--- src/rtl/rxq_pkg.sv ---
package rxq_pkg;
   localparam int NFLAG = 3;
   typedef struct packed {
      logic brk;
      logic frm;
      logic par;
   } rxq_flags_t;
endpackage

--- src/rtl/rxq_fifo.sv ---
module rxq_fifo #(
   parameter int W     = 11,
   parameter int DEPTH = 8
) (
   input  logic                          clk,
   input  logic                          rst_n,
   input  logic                          clr,
   input  logic                          wr,
   input  logic [W-1:0]                  wdata,
   input  logic                          rd,
   output logic [W-1:0]                  rdata,
   output logic [$clog2(DEPTH+1)-1:0]    count,
   output logic                          empty,
   output logic                          full
);
   localparam int AW = (DEPTH > 1) ? $clog2(DEPTH) : 1;
   localparam int CW = $clog2(DEPTH+1);

   if (DEPTH < 2) begin : g_bad_depth
      $error("rxq_fifo: DEPTH must be at least 2");
   end
   if (W < 1) begin : g_bad_width
      $error("rxq_fifo: W must be positive");
   end

   logic [W-1:0]  mem [DEPTH];
   logic [AW-1:0] wp, rp;
   logic [CW-1:0] cnt;

   function automatic logic [AW-1:0] step(input logic [AW-1:0] p);
      if ((1 << AW) == DEPTH) return p + 1'b1;
      else                    return (p == AW'(DEPTH-1)) ? '0 : p + 1'b1;
   endfunction

   always_ff @(posedge clk) begin
      if (wr && !clr) mem[wp] <= wdata;
   end

   always_ff @(posedge clk or negedge rst_n) begin
      if (!rst_n) begin
         wp  <= '0;
         rp  <= '0;
         cnt <= '0;
      end else if (clr) begin
         wp  <= '0;
         rp  <= '0;
         cnt <= '0;
      end else begin
         if (wr) wp <= step(wp);
         if (rd) rp <= step(rp);
         case ({wr, rd})
            2'b10:   cnt <= cnt + 1'b1;
            2'b01:   cnt <= cnt - 1'b1;
            default: cnt <= cnt;
         endcase
      end
   end

   assign rdata = mem[rp];
   assign count = cnt;
   assign empty = (cnt == '0);
   assign full  = (cnt == CW'(DEPTH));

   // no write lands on a full queue unless a slot frees in the same cycle
   p_no_overflow_r11: assert property (@(posedge clk) disable iff (!rst_n)
      (wr && !rd && !clr) |-> !full);
   // a pop alone lowers occupancy by exactly one
   p_pop_dec_r3: assert property (@(posedge clk) disable iff (!rst_n)
      (rd && !wr && !clr) |=> (cnt == $past(cnt) - 1'b1));
endmodule

--- src/rtl/rxq_status.sv ---
module rxq_status
   import rxq_pkg::*;
#(
   parameter int NF = NFLAG
) (
   input  logic          clk,
   input  logic          rst_n,
   input  logic          clr_all,
   input  logic          err_clr,
   input  logic          push,
   input  logic [NF-1:0] push_flags,
   input  logic [NF-1:0] head_flags,
   input  logic          empty,
   input  logic          full,
   input  logic          blk_mode,
   input  logic          irq_on_full,
   input  logic          ovr_set,
   output logic [NF-1:0] st_flags,
   output logic          st_ovr,
   output logic          irq
);
   if (NF < 1) begin : g_bad_nf
      $error("rxq_status: NF must be positive");
   end

   logic [NF-1:0] stk_q;
   logic          ovr_q;

   always_ff @(posedge clk or negedge rst_n) begin
      if (!rst_n) begin
         stk_q <= '0;
         ovr_q <= 1'b0;
      end else if (clr_all) begin
         stk_q <= '0;
         ovr_q <= 1'b0;
      end else begin
         stk_q <= (err_clr ? '0 : stk_q) | (push ? push_flags : '0);
         ovr_q <= err_clr ? 1'b0 : (ovr_q | ovr_set);
      end
   end

   for (genvar i = 0; i < NF; i++) begin : g_flag
      assign st_flags[i] = blk_mode ? stk_q[i] : (!empty && head_flags[i]);
      // a cumulative flag only drops on an error clear or receiver reset
      p_sticky_hold_r4: assert property (@(posedge clk) disable iff (!rst_n)
         $fell(stk_q[i]) |-> $past(err_clr || clr_all));
   end

   assign st_ovr = ovr_q;
   assign irq    = irq_on_full ? full : !empty;

   // overrun persists without a clearing command
   p_ovr_sticky_r7: assert property (@(posedge clk) disable iff (!rst_n)
      (ovr_q && !err_clr && !clr_all) |=> ovr_q);
endmodule

--- src/rtl/rx_err_queue.sv ---
module rx_err_queue
   import rxq_pkg::*;
#(
   parameter int DEPTH  = 8,
   parameter int DATA_W = 8
) (
   input  logic              clk,
   input  logic              rst_n,
   input  logic              rx_enable,
   input  logic              rx_disable,
   input  logic              rx_reset,
   input  logic              err_clr,
   input  logic              blk_mode,
   input  logic              irq_on_full,
   input  logic              start_det,
   input  logic              chr_vld,
   input  logic [DATA_W-1:0] chr_data,
   input  logic              chr_par,
   input  logic              chr_frm,
   input  logic              chr_brk,
   input  logic              rd_pop,
   output logic [DATA_W-1:0] q_byte,
   output logic              q_avail,
   output logic              q_full,
   output logic              st_par,
   output logic              st_frm,
   output logic              st_brk,
   output logic              st_ovr,
   output logic              irq
);
   localparam int EW = DATA_W + NFLAG;
   localparam int CW = $clog2(DEPTH+1);

   if (DATA_W < 1) begin : g_bad_dw
      $error("rx_err_queue: DATA_W must be positive");
   end

   logic          rx_on;
   logic          hold_v;
   logic [EW-1:0] hold_q;
   logic [EW-1:0] in_ent, wr_ent, head_ent;
   logic [CW-1:0] q_cnt;
   logic          f_empty, f_full;
   logic          on_eff, pop, can_push, drain, new_push, new_hold, ovr_set, push;
   logic [NFLAG-1:0] st_vec;

   assign in_ent   = {chr_brk, chr_frm, chr_par, chr_data};
   assign on_eff   = rx_on && !rx_disable;
   assign pop      = rd_pop && !f_empty;
   assign can_push = !f_full || pop;
   assign drain    = on_eff && hold_v && can_push;
   assign new_push = on_eff && chr_vld && can_push && !hold_v;
   assign new_hold = on_eff && chr_vld && !new_push;
   assign ovr_set  = on_eff && start_det && hold_v && !can_push;
   assign push     = drain || new_push;
   assign wr_ent   = drain ? hold_q : in_ent;

   always_ff @(posedge clk or negedge rst_n) begin
      if (!rst_n) begin
         rx_on  <= 1'b0;
         hold_v <= 1'b0;
         hold_q <= '0;
      end else if (rx_reset) begin
         rx_on  <= 1'b0;
         hold_v <= 1'b0;
      end else begin
         if (rx_disable)     rx_on <= 1'b0;
         else if (rx_enable) rx_on <= 1'b1;
         if (!on_eff) begin
            hold_v <= 1'b0;
         end else if (new_hold) begin
            hold_v <= 1'b1;
            hold_q <= in_ent;
         end else if (drain || ovr_set) begin
            hold_v <= 1'b0;
         end
      end
   end

   rxq_fifo #(.W(EW), .DEPTH(DEPTH)) u_fifo (
      .clk   (clk),
      .rst_n (rst_n),
      .clr   (rx_reset),
      .wr    (push),
      .wdata (wr_ent),
      .rd    (pop),
      .rdata (head_ent),
      .count (q_cnt),
      .empty (f_empty),
      .full  (f_full)
   );

   rxq_status #(.NF(NFLAG)) u_stat (
      .clk         (clk),
      .rst_n       (rst_n),
      .clr_all     (rx_reset),
      .err_clr     (err_clr),
      .push        (push),
      .push_flags  (wr_ent[EW-1:DATA_W]),
      .head_flags  (head_ent[EW-1:DATA_W]),
      .empty       (f_empty),
      .full        (f_full),
      .blk_mode    (blk_mode),
      .irq_on_full (irq_on_full),
      .ovr_set     (ovr_set),
      .st_flags    (st_vec),
      .st_ovr      (st_ovr),
      .irq         (irq)
   );

   assign q_byte  = head_ent[DATA_W-1:0];
   assign q_avail = !f_empty;
   assign q_full  = f_full;
   assign st_par  = st_vec[0];
   assign st_frm  = st_vec[1];
   assign st_brk  = st_vec[2];

   // overrun can only rise after a start bit
   p_ovr_needs_start_r6: assert property (@(posedge clk) disable iff (!rst_n)
      $rose(st_ovr) |-> $past(start_det));
   // receiver reset leaves an empty queue and quiet status
   p_reset_clears_r9: assert property (@(posedge clk) disable iff (!rst_n)
      rx_reset |=> (!q_avail && !st_ovr && !irq));
   // while disabled and not read, occupancy does not move
   p_disabled_frozen_r8: assert property (@(posedge clk) disable iff (!rst_n)
      (!rx_on && !rd_pop && !rx_reset) |=> $stable(q_cnt));
   // a held character never coexists with free room once reception runs
   p_hold_drains_r5: assert property (@(posedge clk) disable iff (!rst_n)
      (hold_v && !f_full && on_eff) |-> push);
endmodule

--- config.mk ---
export PLATFORM = sky130hd
export DESIGN_NAME = rx_err_queue
export DESIGN_NICKNAME = d
export VERILOG_FILES = /design/src/rtl/rxq_pkg.sv /design/src/rtl/rxq_fifo.sv /design/src/rtl/rxq_status.sv /design/src/rtl/rx_err_queue.sv
export SDC_FILE = /design/constraint.sdc
export NUM_CORES = 1
export LEC_CHECK = 0
export BUFFER_PORTS_ARGS = -buffer_cell sky130_fd_sc_hd__clkbuf_2
export CAP_MARGIN = 15
export CORE_MARGIN = 4
export CORE_UTILIZATION = 55
export CTS_CLUSTER_SIZE = 14
export DETAILED_ROUTE_END_ITERATION = 10
export PLACE_DENSITY = 0.77
export SETUP_SLACK_MARGIN = 0.02
export SLEW_MARGIN = 10
export SYNTH_ARGS = -nofsm -noshare
export SYNTH_HDL_FRONTEND = slang
export SYNTH_SLANG_ARGS = --single-unit
--- constraint.sdc ---
create_clock -name clk -period 3.14 [get_ports clk]
set_clock_uncertainty 0.15 [all_clocks]
set_input_delay 0.314 -clock clk [delete_from_list [all_inputs] [get_ports clk]]
set_output_delay 0.314 -clock clk [all_outputs]
set_load 0.01 [all_outputs]
# ---- Word-level counts from Yosys, hierarchy flattened
# Memories as Yosys holds them, arrays and structs flattened.
# Index checks and enable logic that the tools add are counted.
dict set report word_totals {
  regBits 27
  ramBits 88
  output_inout_bits 15
  n_memories 1
}
# memory words word_bits read_ports rd_clocked_by_memory_dff wr line_no
set memory_table {}
lappend memory_table {u_fifo.mem 8 11 1 0 1 rxq_fifo.sv:26} ;# logic [W-1:0] mem [DEPTH];
dict set report classes {
  add_sub_neg 4
  n_eq_ne 4
  n_mux 25
  n_bitwise 3
  n_reduce_logical 31
}
# cell n
set ops {}
lappend ops {{3-bit 2-to-1 mux} 7}
lappend ops {{1-bit logical AND} 15}
lappend ops {{1-bit 2-to-1 mux} 15}
lappend ops {{11-bit 2-to-1 mux} 1}
lappend ops {{4-bit case mux with 2 select lines} 1}
lappend ops {{1-bit logical NOT} 7}
lappend ops {{3-bit by 1-bit adder with 3-bit output (second input constant)} 2}
lappend ops {{3-bit nonzero test} 2}
lappend ops {{4-bit by 1-bit adder with 4-bit output (second input constant)} 1}
lappend ops {{4-bit == test (second input constant)} 1}
lappend ops {{4-bit logical NOT} 1}
lappend ops {{4-bit 2-to-1 mux} 1}
lappend ops {{4-bit by 2-bit != test with 1-bit output (second input constant)} 1}
lappend ops {{2-bit nonzero test} 2}
lappend ops {{4-bit by 1-bit subtractor with 4-bit output (second input constant)} 1}
lappend ops {{1-bit logical OR} 3}
lappend ops {{3-bit OR} 1}
lappend ops {{3-bit AND reduction} 1}
lappend ops {{2-bit by 1-bit == test with 1-bit output (second input constant)} 1}
lappend ops {{2-bit == test (second input constant)} 1}
lappend ops {{1-bit NOT} 1}
lappend ops {{1-bit OR} 1}

# ---- Depth between registers and ports, before layout
# Gate-level depths: netlist (run 1).
dict set report depth {
  depth_word 11
  mapped_depth 8
  mapped_depth_nobuf 7
}

# ---- By module
# Synthesis (run 1) repeated with hierarchy kept, for this count alone.
dict set report unflattened {
  hier_cells 283
  hier_area_um2 4991.0
}
# module n_inst cells_per_inst area_per_inst_um2 seq_area_each_um2
set modules_own_cells {}
lappend modules_own_cells {rxq_fifo 1 204 4050.1 2892.8}
lappend modules_own_cells {rx_err_queue 1 56 739.5 325.3}
lappend modules_own_cells {rxq_status 1 23 201.4 100.1}

# ---- Least setup slack after synthesis (run 1)
# OpenSTA, ideal clock, no wires.
dict set report synth_path {
  path_type {reg2reg}
  startpoint {register rx_on}
  endpoint {memory u_fifo.mem[0][0], enable pin}
  setup_time_ns 0.408
  arrival_ns 2.294
  slack_ns 0.288
  path_stages_with_launch 4
  period_less_slack_ns 2.852
  cell_sequence {dfrtp_1 -> or3b_2 -> or3_1 -> nor4_1}
}
dict set report synth_between {
  elab_chain_len 8
  word_cells_on_any_way 10
  classes_between {mux (2); reduce/logical (8)}
}
# item line_no
set synth_rtl {}
lappend synth_rtl {{from (decl)} rx_err_queue.sv:38} ;# logic rx_on;
lappend synth_rtl {{from (signal assigned)} rx_err_queue.sv:60} ;# rx_on <= 1'b0;
lappend synth_rtl {{from (signal assigned)} rx_err_queue.sv:64} ;# rx_on <= 1'b0;
lappend synth_rtl {{from (signal assigned)} rx_err_queue.sv:67} ;# if (rx_disable) rx_on <= 1'b0;
lappend synth_rtl {{1-bit logical AND (*)} rx_err_queue.sv:48} ;# assign on_eff = rx_on && !rx_disable;
lappend synth_rtl {{1-bit logical AND (3 in a row)} rx_err_queue.sv:52} ;# assign new_push = on_eff && chr_vld && can_push && !hold_v;
lappend synth_rtl {{1-bit logical OR (*)} rx_err_queue.sv:55} ;# assign push = drain || new_push;
lappend synth_rtl {{1-bit logical AND (*)} rxq_fifo.sv:36} ;# if (wr && !clr) mem[wp] <= wdata;
lappend synth_rtl {{1-bit 2-to-1 mux (*)} rxq_fifo.sv:36}
lappend synth_rtl {{1-bit 2-to-1 mux (implied by the code) (*)} rxq_fifo.sv:36}
lappend synth_rtl {{to (decl)} rxq_fifo.sv:26}
# Every way passes the cells marked *; elsewhere a longest branch is shown, timed or not.

# ---- Final worst setup path (run 1)
dict set report layout_path {
  startpoint {register u_fifo.cnt[1], in the netlist u_fifo.count[1]}
  endpoint {register u_fifo.cnt[3], in the netlist u_fifo.count[3]}
}
dict set report layout_between {
  elab_chain_len 10
  word_cells_on_any_way 17
  classes_between {add/sub (2); eq/ne (3); mux (2); reduce/logical (10)}
}
# item line_no
set layout_rtl {}
lappend layout_rtl {{from (decl)} rxq_fifo.sv:28} ;# logic [CW-1:0] cnt;
lappend layout_rtl {{from (signal assigned)} rxq_fifo.sv:52} ;# 2'b10: cnt <= cnt + 1'b1;
lappend layout_rtl {{from (signal assigned)} rxq_fifo.sv:53} ;# 2'b01: cnt <= cnt - 1'b1;
lappend layout_rtl {{from (signal assigned)} rxq_fifo.sv:54} ;# default: cnt <= cnt;
lappend layout_rtl {{4-bit logical NOT} rxq_fifo.sv:61} ;# assign empty = (cnt == '0);
lappend layout_rtl {{1-bit logical NOT} rx_err_queue.sv:49} ;# assign pop = rd_pop && !f_empty;
lappend layout_rtl {{1-bit logical AND} rx_err_queue.sv:49}
lappend layout_rtl {{1-bit logical OR} rx_err_queue.sv:50} ;# assign can_push = !f_full || pop;
lappend layout_rtl {{1-bit logical AND (2 in a row)} rx_err_queue.sv:52}
lappend layout_rtl {{1-bit logical OR} rx_err_queue.sv:55}
lappend layout_rtl {{2-bit by 1-bit == test with 1-bit output or 2-bit == test (tied branches)} rxq_fifo.sv:51} ;# case ({wr, rd})
lappend layout_rtl {{4-bit case mux with 2 select lines} rxq_fifo.sv:51}
lappend layout_rtl {{4-bit 2-to-1 mux} rxq_fifo.sv:44} ;# end else if (clr) begin
# Several ways; a longest one is shown, not always the timed one.
# A chain may end at the register's enable or synchronous reset.

==> results of run 1 <==
sequential cells by signal, summed over array words and instances (netlist names):
| signal | count |
|---|---|
| u_stat.stk_q | 3 |
| rx_on | 1 |
| u_fifo.rp | 3 |
| u_fifo.count | 4 |
| u_fifo.mem | 88 |
| hold_v | 1 |
| hold_q | 11 |
| u_stat.st_ovr | 1 |
| u_fifo.wp | 3 |
worst paths after layout:
path                       cells past startpoint                        start                           to
max                                            8  u_fifo.count[1]$_DFFE_PN0P_  u_fifo.count[3]$_DFFE_PN0P_
min                                            3                    start_det      u_stat.st_ovr$_DFF_PN0_
max reg2reg                                    8  u_fifo.count[1]$_DFFE_PN0P_  u_fifo.count[3]$_DFFE_PN0P_
min reg2reg                                    1        hold_q[0]$_DFFE_PN0P_        hold_q[0]$_DFFE_PN0P_
max in group asynchronous                      2                        rst_n     u_fifo.rp[0]$_DFFE_PN0P_
min in group asynchronous                      2                        rst_n  u_fifo.count[0]$_DFFE_PN0P_
worst max-delay path, cell delays in order (launching register included):
cell	delay, ps
dfrtp_1	490
o41ai_1	450
buf_4	190
a21oi_1	70
ha_1	370
a31oi_1	140
or4_1	460
a41o_1	260
a21o_1	160
Yosys cell counts (2+ instances only):
library cell / number / area (µm²)
nor3_1: 8 / 40.04
buf_2: 3 / 15.01
a211oi_1: 2 / 15.01
mux4_2: 22 / 495.5
ha_1: 4 / 50.05
inv_1: 3 / 11.26
a31oi_1: 2 / 12.51
nor4_1: 2 / 12.51
mux2_4: 2 / 30.03
o21ai_0: 4 / 20.02
or2_2: 2 / 12.51
clkbuf_1: 5 / 18.77
nor2b_1: 2 / 12.51
dfrtp_1: 27 / 675.7
o2111ai_1: 4 / 35.03
xor2_1: 4 / 35.03
mux2i_1: 3 / 30.03
mux2_2: 32 / 360.4
nor2_1: 16 / 60.06
nand3_1: 2 / 10.01
edfxtp_1: 88 / 2643
a22o_1: 6 / 52.55
a21oi_1: 5 / 25.02
buf_6: 3 / 33.78
nand2_1: 10 / 37.54
nand2b_1: 3 / 18.77
routing by layer:
layer	vias up	global-route usage, %	part of all wire [%]
li1	1278	-	-
met1	1443	28.47	42
met2	90	32.17	50
met3	9	7.104	7.0
met4	0	5.550	1.1
met5	-	0	0
where the power goes:
group / switching, mW / internal (mW) / total, mW
sequential: 0.0308 / 1.65 / 1.68
combinational: 0.167 / 0.178 / 0.345
clock: 0.688 / 1.30 / 1.98
logic make-up after synthesis:
kind of cell	after synthesis
AO/OA/AOI/OAI	30
XOR/XNOR	5
adder cells (fa/ha/maj)	4
buffers and inverters	16
flip-flops	115
multiplexers	59
AND/OR/NAND/NOR	53
repair_timing:
| item | 4_1_cts | 5_1_grt |
|---|---|---|
| gates resized for setup | 0 | 1 |
| hold endpoints to repair | 41 | 0 |
| hold buffers | 16 | 0 |
| endpoints found under the setup margin | 0 | 5 |
area by class of cell:
type                    count  area share, %
multi-input cells         151          25.09
clock buffers              17          6.846
repair buffers             66          7.363
flip-flops and latches    115          54.87
inverters                   3         0.1861
well taps                 108          2.234
clock inverters            15          3.413
stage by stage:
stage / hold slack (ps) / instance area, µm² / total power, mW
after floorplan: -131.6 / 4920 / 1.947
after global placement: 228.4 / 5268 / 2.038
after detailed placement: 239.9 / 5268 / 2.046
after CTS: 0.8357 / 6048 / 4.041
after global routing: 12.92 / 6050 / 4.173
final: 19.88 / 6050 / 4.014
==> qor.yml, run 1 <==
grt_pass1_vias: 2826
layoutNonFillerInstCount: 475
hold_class: "primary input to register"
post_cts_repair_timing_setup_buffer_count: 0
layout.cells.most_common: "edfxtp_1"
synth_fa_ha_area_share_pct: 1.017
die_y_um: 102.6
mappedNetlistNets: 308
synth_cell_type_count: 44
drt.antenna.violating_nets: 0
utilization_pct: 69.37
antenna_found_initial: 0
ctsRootBufferMaster: "clkbuf_8"
finalSetupViolCount: 0
post_synthesis_compound_gate_area_fraction_pct: 4.705
drive_gt1_share_pct: 40.05
setup_tns_ps: 0
antenna_cells: 0
post-route-period-util_pct: 90.70
power.static_leakage_nw: 2.280
synth-edff-count: 88
initial_utilization_pct: 56.41
ff2ff_setup_slack_ps: 290
dr_total_vias: 2820
clk_latency_ps: 510
clock_pin_transition_on_the_worst_setup_and_hold_timing_paths_ps: 60
mostFrequentLayoutCells: "edfxtp_1, clkbuf_2, mux2_2"
synth_area_per_cell_um2: 17.45
worst-endpoint-required_ps: 3390
final-seq-area_um2: 3319
tritoncts: "done"
gp_congestion: 0.8260
async_reset_ff_share_pct: 23.48
worst_slack_after_detailed_placement_ps: 390.5
die-area_um2: 10520
detail_route.iter0.violations: 196
vdd_ir_drop_max_v: 0.0004128
yosys_warnings: 0
power.density_cell_area_nw_per_um2: 663.5
multi_input_area_um2: 1518
cts_max_level: 4
setup_slack_ps: 292.0
yosysSeqAreaShare_pct: 67.45
result_of_the_run: "finished clean"
num-fill-cells: 567
globalRouteTotalUtil_pct: 20.75
synth-simple-area-share_pct: 5.493
worst-endpoint-arrival_ps: 3100
numClockSinks: 115
rsz0062_at_grt: "no"
yosys.area_share.xor_xnor_pct: 0.8901
timing_worst_slew_pin_value_ps: 688.1
worst_setup_path_end_kind: "register"
globalRoute.totalOverflow: 0
slew_viol_final: 0
slew_headroom_pct: 54.12
hold_violations: 0
path_max_fanout: 10
clockBufferDepth: 2
remaining_drc_errors: 0
flow.area_growth_from_synthesis_pct: 22.97
drt_pre_antenna_iters: 4
combined_area_of_all_synthesized_cells_um2: 4920
row_cnt: 34
floorplan.io_pins: 37
grt_max_degree: 28
hpwl_um: 6131
design.final.nets: 380
first_pass_grt_wire_length_um: 15700
synth.area.mux_share_pct: 18.62
worst-setup-path-type: "register to register"
ys_ff_latch: 115
buffer_ports.inserted: 36
combinational_family_with_the_most_area_after_synthesis: "multiplexers"
average_wire_per_cell_in_the_routed_design_um: 20.17
max-cap-violations: 0
dominantRegCellSynth: "edfxtp_1"
layout_min_cycle_time_ps: 2848
syn_inst: 282
total_cts_buffers: 17
chipWidth_um: 102.6
route.final.wire_length_um: 9582
dp_cells: 427
avgViaCountPerCell: 5.937
core_area_um2: 8721
max_freq_ghz: 0.3511
worstSetupStartpointType: "register"
(Power assumes the default switching activity.)
==> run 2, diff against run 1 <==
CORE_MARGIN = unset   (was 4)
==> qor.yml, run 2 (same netlist as run 1, synthesis figures left out) <==
die_y_um: 96.58  # was 102.6 µm
initial_utilization_pct: 56.69  # was 56.41%
grt_pass1_vias: 2700  # was 2826
setup_tns_ps: 0  # unchanged
hold_class: "primary input to register"  # unchanged
chipWidth_um: 96.58  # was 102.6 µm
post_cts_repair_timing_setup_buffer_count: 0  # unchanged
flow.area_growth_from_synthesis_pct: 21.82  # was 22.97%
hold_violations: 0  # unchanged
path_max_fanout: 10  # unchanged
core_area_um2: 8678  # was 8721 µm²
total_cts_buffers: 17  # unchanged
row_cnt: 34  # unchanged
power.density_cell_area_nw_per_um2: 640.3  # was 663.5 nW/µm²
antenna_found_initial: 0  # unchanged
numClockSinks: 115  # unchanged
timing_worst_slew_pin_value_ps: 686.8  # was 688.1 ps
layout.cells.most_common: "edfxtp_1"  # unchanged
remaining_drc_errors: 0  # unchanged
power.static_leakage_nw: 2.256  # was 2.280 nW
clk_latency_ps: 520  # was 510 ps
clockBufferDepth: 2  # unchanged
critical_path.max_stage_delay_ps: 490  # about the same
critical_path.n_buffers_inverters: 1  # unchanged
hpwl_um: 5869  # was 6131 µm
registers.top_by_ff_count: "u_fifo.mem"  # unchanged
globalRouteTotalUtil_pct: 23.29  # was 20.75%
grt_max_degree: 28  # unchanged
ff2ff_setup_slack_ps: 300  # was 290 ps
tritoncts: "done"  # unchanged
drt.antenna.violating_nets: 0  # unchanged
largest_reg_flops: 88  # unchanged
gp_congestion: 0.8024  # was 0.8260
dr_total_vias: 2815  # was 2820
vdd_ir_drop_max_v: 0.0004378  # was 0.0004128 V
drt_pre_antenna_iters: 4  # unchanged
floorplan.io_pins: 37  # unchanged
detail_route.iter0.violations: 171  # was 196
average_wire_per_cell_in_the_routed_design_um: 20.29  # was 20.17 µm
cts_max_level: 4  # unchanged
finalSetupViolCount: 0  # unchanged
design.final.nets: 380  # unchanged
worst-endpoint-required_ps: 3400  # was 3390 ps
worst-endpoint-arrival_ps: 3100  # about the same
max-cap-violations: 0  # unchanged
worst-setup-path-type: "register to register"  # unchanged
die-area_um2: 9327  # was 10520 µm²
rsz0062_at_grt: "no"  # unchanged
cp_top_family: "compound AO/OA/AOI/OAI gates"  # unchanged
slew_viol_final: 0  # unchanged
buffer_ports.inserted: 36  # unchanged
avgViaCountPerCell: 5.926  # was 5.937
antenna_cells: 0  # unchanged
timing.critical_path.slowest_stage_cell: "dfrtp_1"  # unchanged
worstPathCellList: "o41ai_1, buf_4, a21oi_1, ha_1, a31oi_1, or4_1, a41o_1, a21o_1"  # unchanged
layout_min_cycle_time_ps: 2836  # was 2848 ps
result_of_the_run: "finished clean"  # unchanged
post-route-period-util_pct: 90.32  # was 90.70%
totalPowerFinal_mw: 3.837  # was 4.014 mW
mostFrequentLayoutCells: "edfxtp_1, clkbuf_2, mux2_2"  # unchanged
first_pass_grt_wire_length_um: 14800  # was 15700 µm
max_freq_ghz: 0.3526  # was 0.3511 GHz
worst_setup_path_end_kind: "register"  # unchanged
slew_headroom_pct: 54.21  # was 54.12%
clock_pin_transition_on_the_worst_setup_and_hold_timing_paths_ps: 70  # was 60 ps
globalRoute.totalOverflow: 0  # unchanged
ctsRootBufferMaster: "clkbuf_8"  # unchanged
worstSetupStartpointType: "register"  # unchanged
drive_gt1_share_pct: 40.05  # unchanged
route.final.wire_length_um: 9638  # was 9582 µm
-- run 2: cell count changes in the layout (fill, tap and decap cells not counted) --
cell,delta
bufinv_16,-3
clkinv_4,-1
inv_6,+1
inv_8,+3
-- run 2: power breakdown --
group	internal (mW)	total [mW]	switching [mW]	leakage, nW
clock network	1.07	1.81	0.733	0.277
logic	0.178	0.346	0.168	0.814
registers	1.65	1.69	0.0323	1.16
total	2.90	3.84	0.933	2.26
-- run 2: path summary, 6_finish.rpt --
path,startpoint,to,cells after the start
hold reg to reg,hold_q[5]$_DFFE_PN0P_,hold_q[5]$_DFFE_PN0P_,1
min in group asynchronous,rst_n,u_fifo.count[2]$_DFFE_PN0P_,2
hold / removal,start_det,u_stat.st_ovr$_DFF_PN0_,3
setup / recovery,u_fifo.count[1]$_DFFE_PN0P_,u_fifo.count[3]$_DFFE_PN0P_,8
setup reg to reg,u_fifo.count[1]$_DFFE_PN0P_,u_fifo.count[3]$_DFFE_PN0P_,8
max in group asynchronous,rst_n,u_fifo.rp[0]$_DFFE_PN0P_,2
-- run 2: worst register-to-register path: stages (launching register included) --
cell	delay [ps]
dfrtp_1	490
o41ai_1	470
buf_4	200
a21oi_1	80
ha_1	370
a31oi_1	130
or4_1	450
a41o_1	250
a21o_1	150
-- run 2: metal layers --
layer | track usage (%) | vias up | share of wire [%]
li1 | - | 1273 | -
met1 | 31.65 | 1426 | 43
met2 | 35.39 | 103 | 49
met3 | 7.590 | 13 | 7.3
met4 | 8.701 | 0 | 1.3
met5 | 0 | - | 0
-- run 2: cell type report --
type | count | area [µm²]
Timing Repair Buffer | 66 | 445.4
Sequential cell | 115 | 3319
Clock inverter | 15 | 150.1
Multi-Input combinational cell | 151 | 1518
Tap cell | 108 | 135.1
Inverter | 3 | 11.26
Clock buffer | 17 | 414.1
Fill cell | 582 | 2685
-- run 2: what timing repair did --
item / 4_1_cts / 5_1_grt
resized for setup: 0 / 1
setup endpoints to repair: 0 / 5
hold endpoints to repair: 41 / 0
hold buffers: 16 / 0
-- run 2: stage by stage --
| stage | hold slack (ps) | instances | area (µm²) | setup WS, ps | util (%) |
|---|---|---|---|---|---|
| global route | 23.23 | 475 | 5993 | 175.6 | 69.06 |
| global placement | 229.2 | 427 | 5268 | 517.7 | 60.70 |
| detailed placement | 233.6 | 427 | 5268 | 372.0 | 60.70 |
| floorplan | -131.6 | 282 | 4920 | 287.9 | - |
| finish | 15.08 | 475 | 5993 | 304.1 | 69.06 |
| CTS | 1.321 | 475 | 5992 | 38.71 | 69.05 |
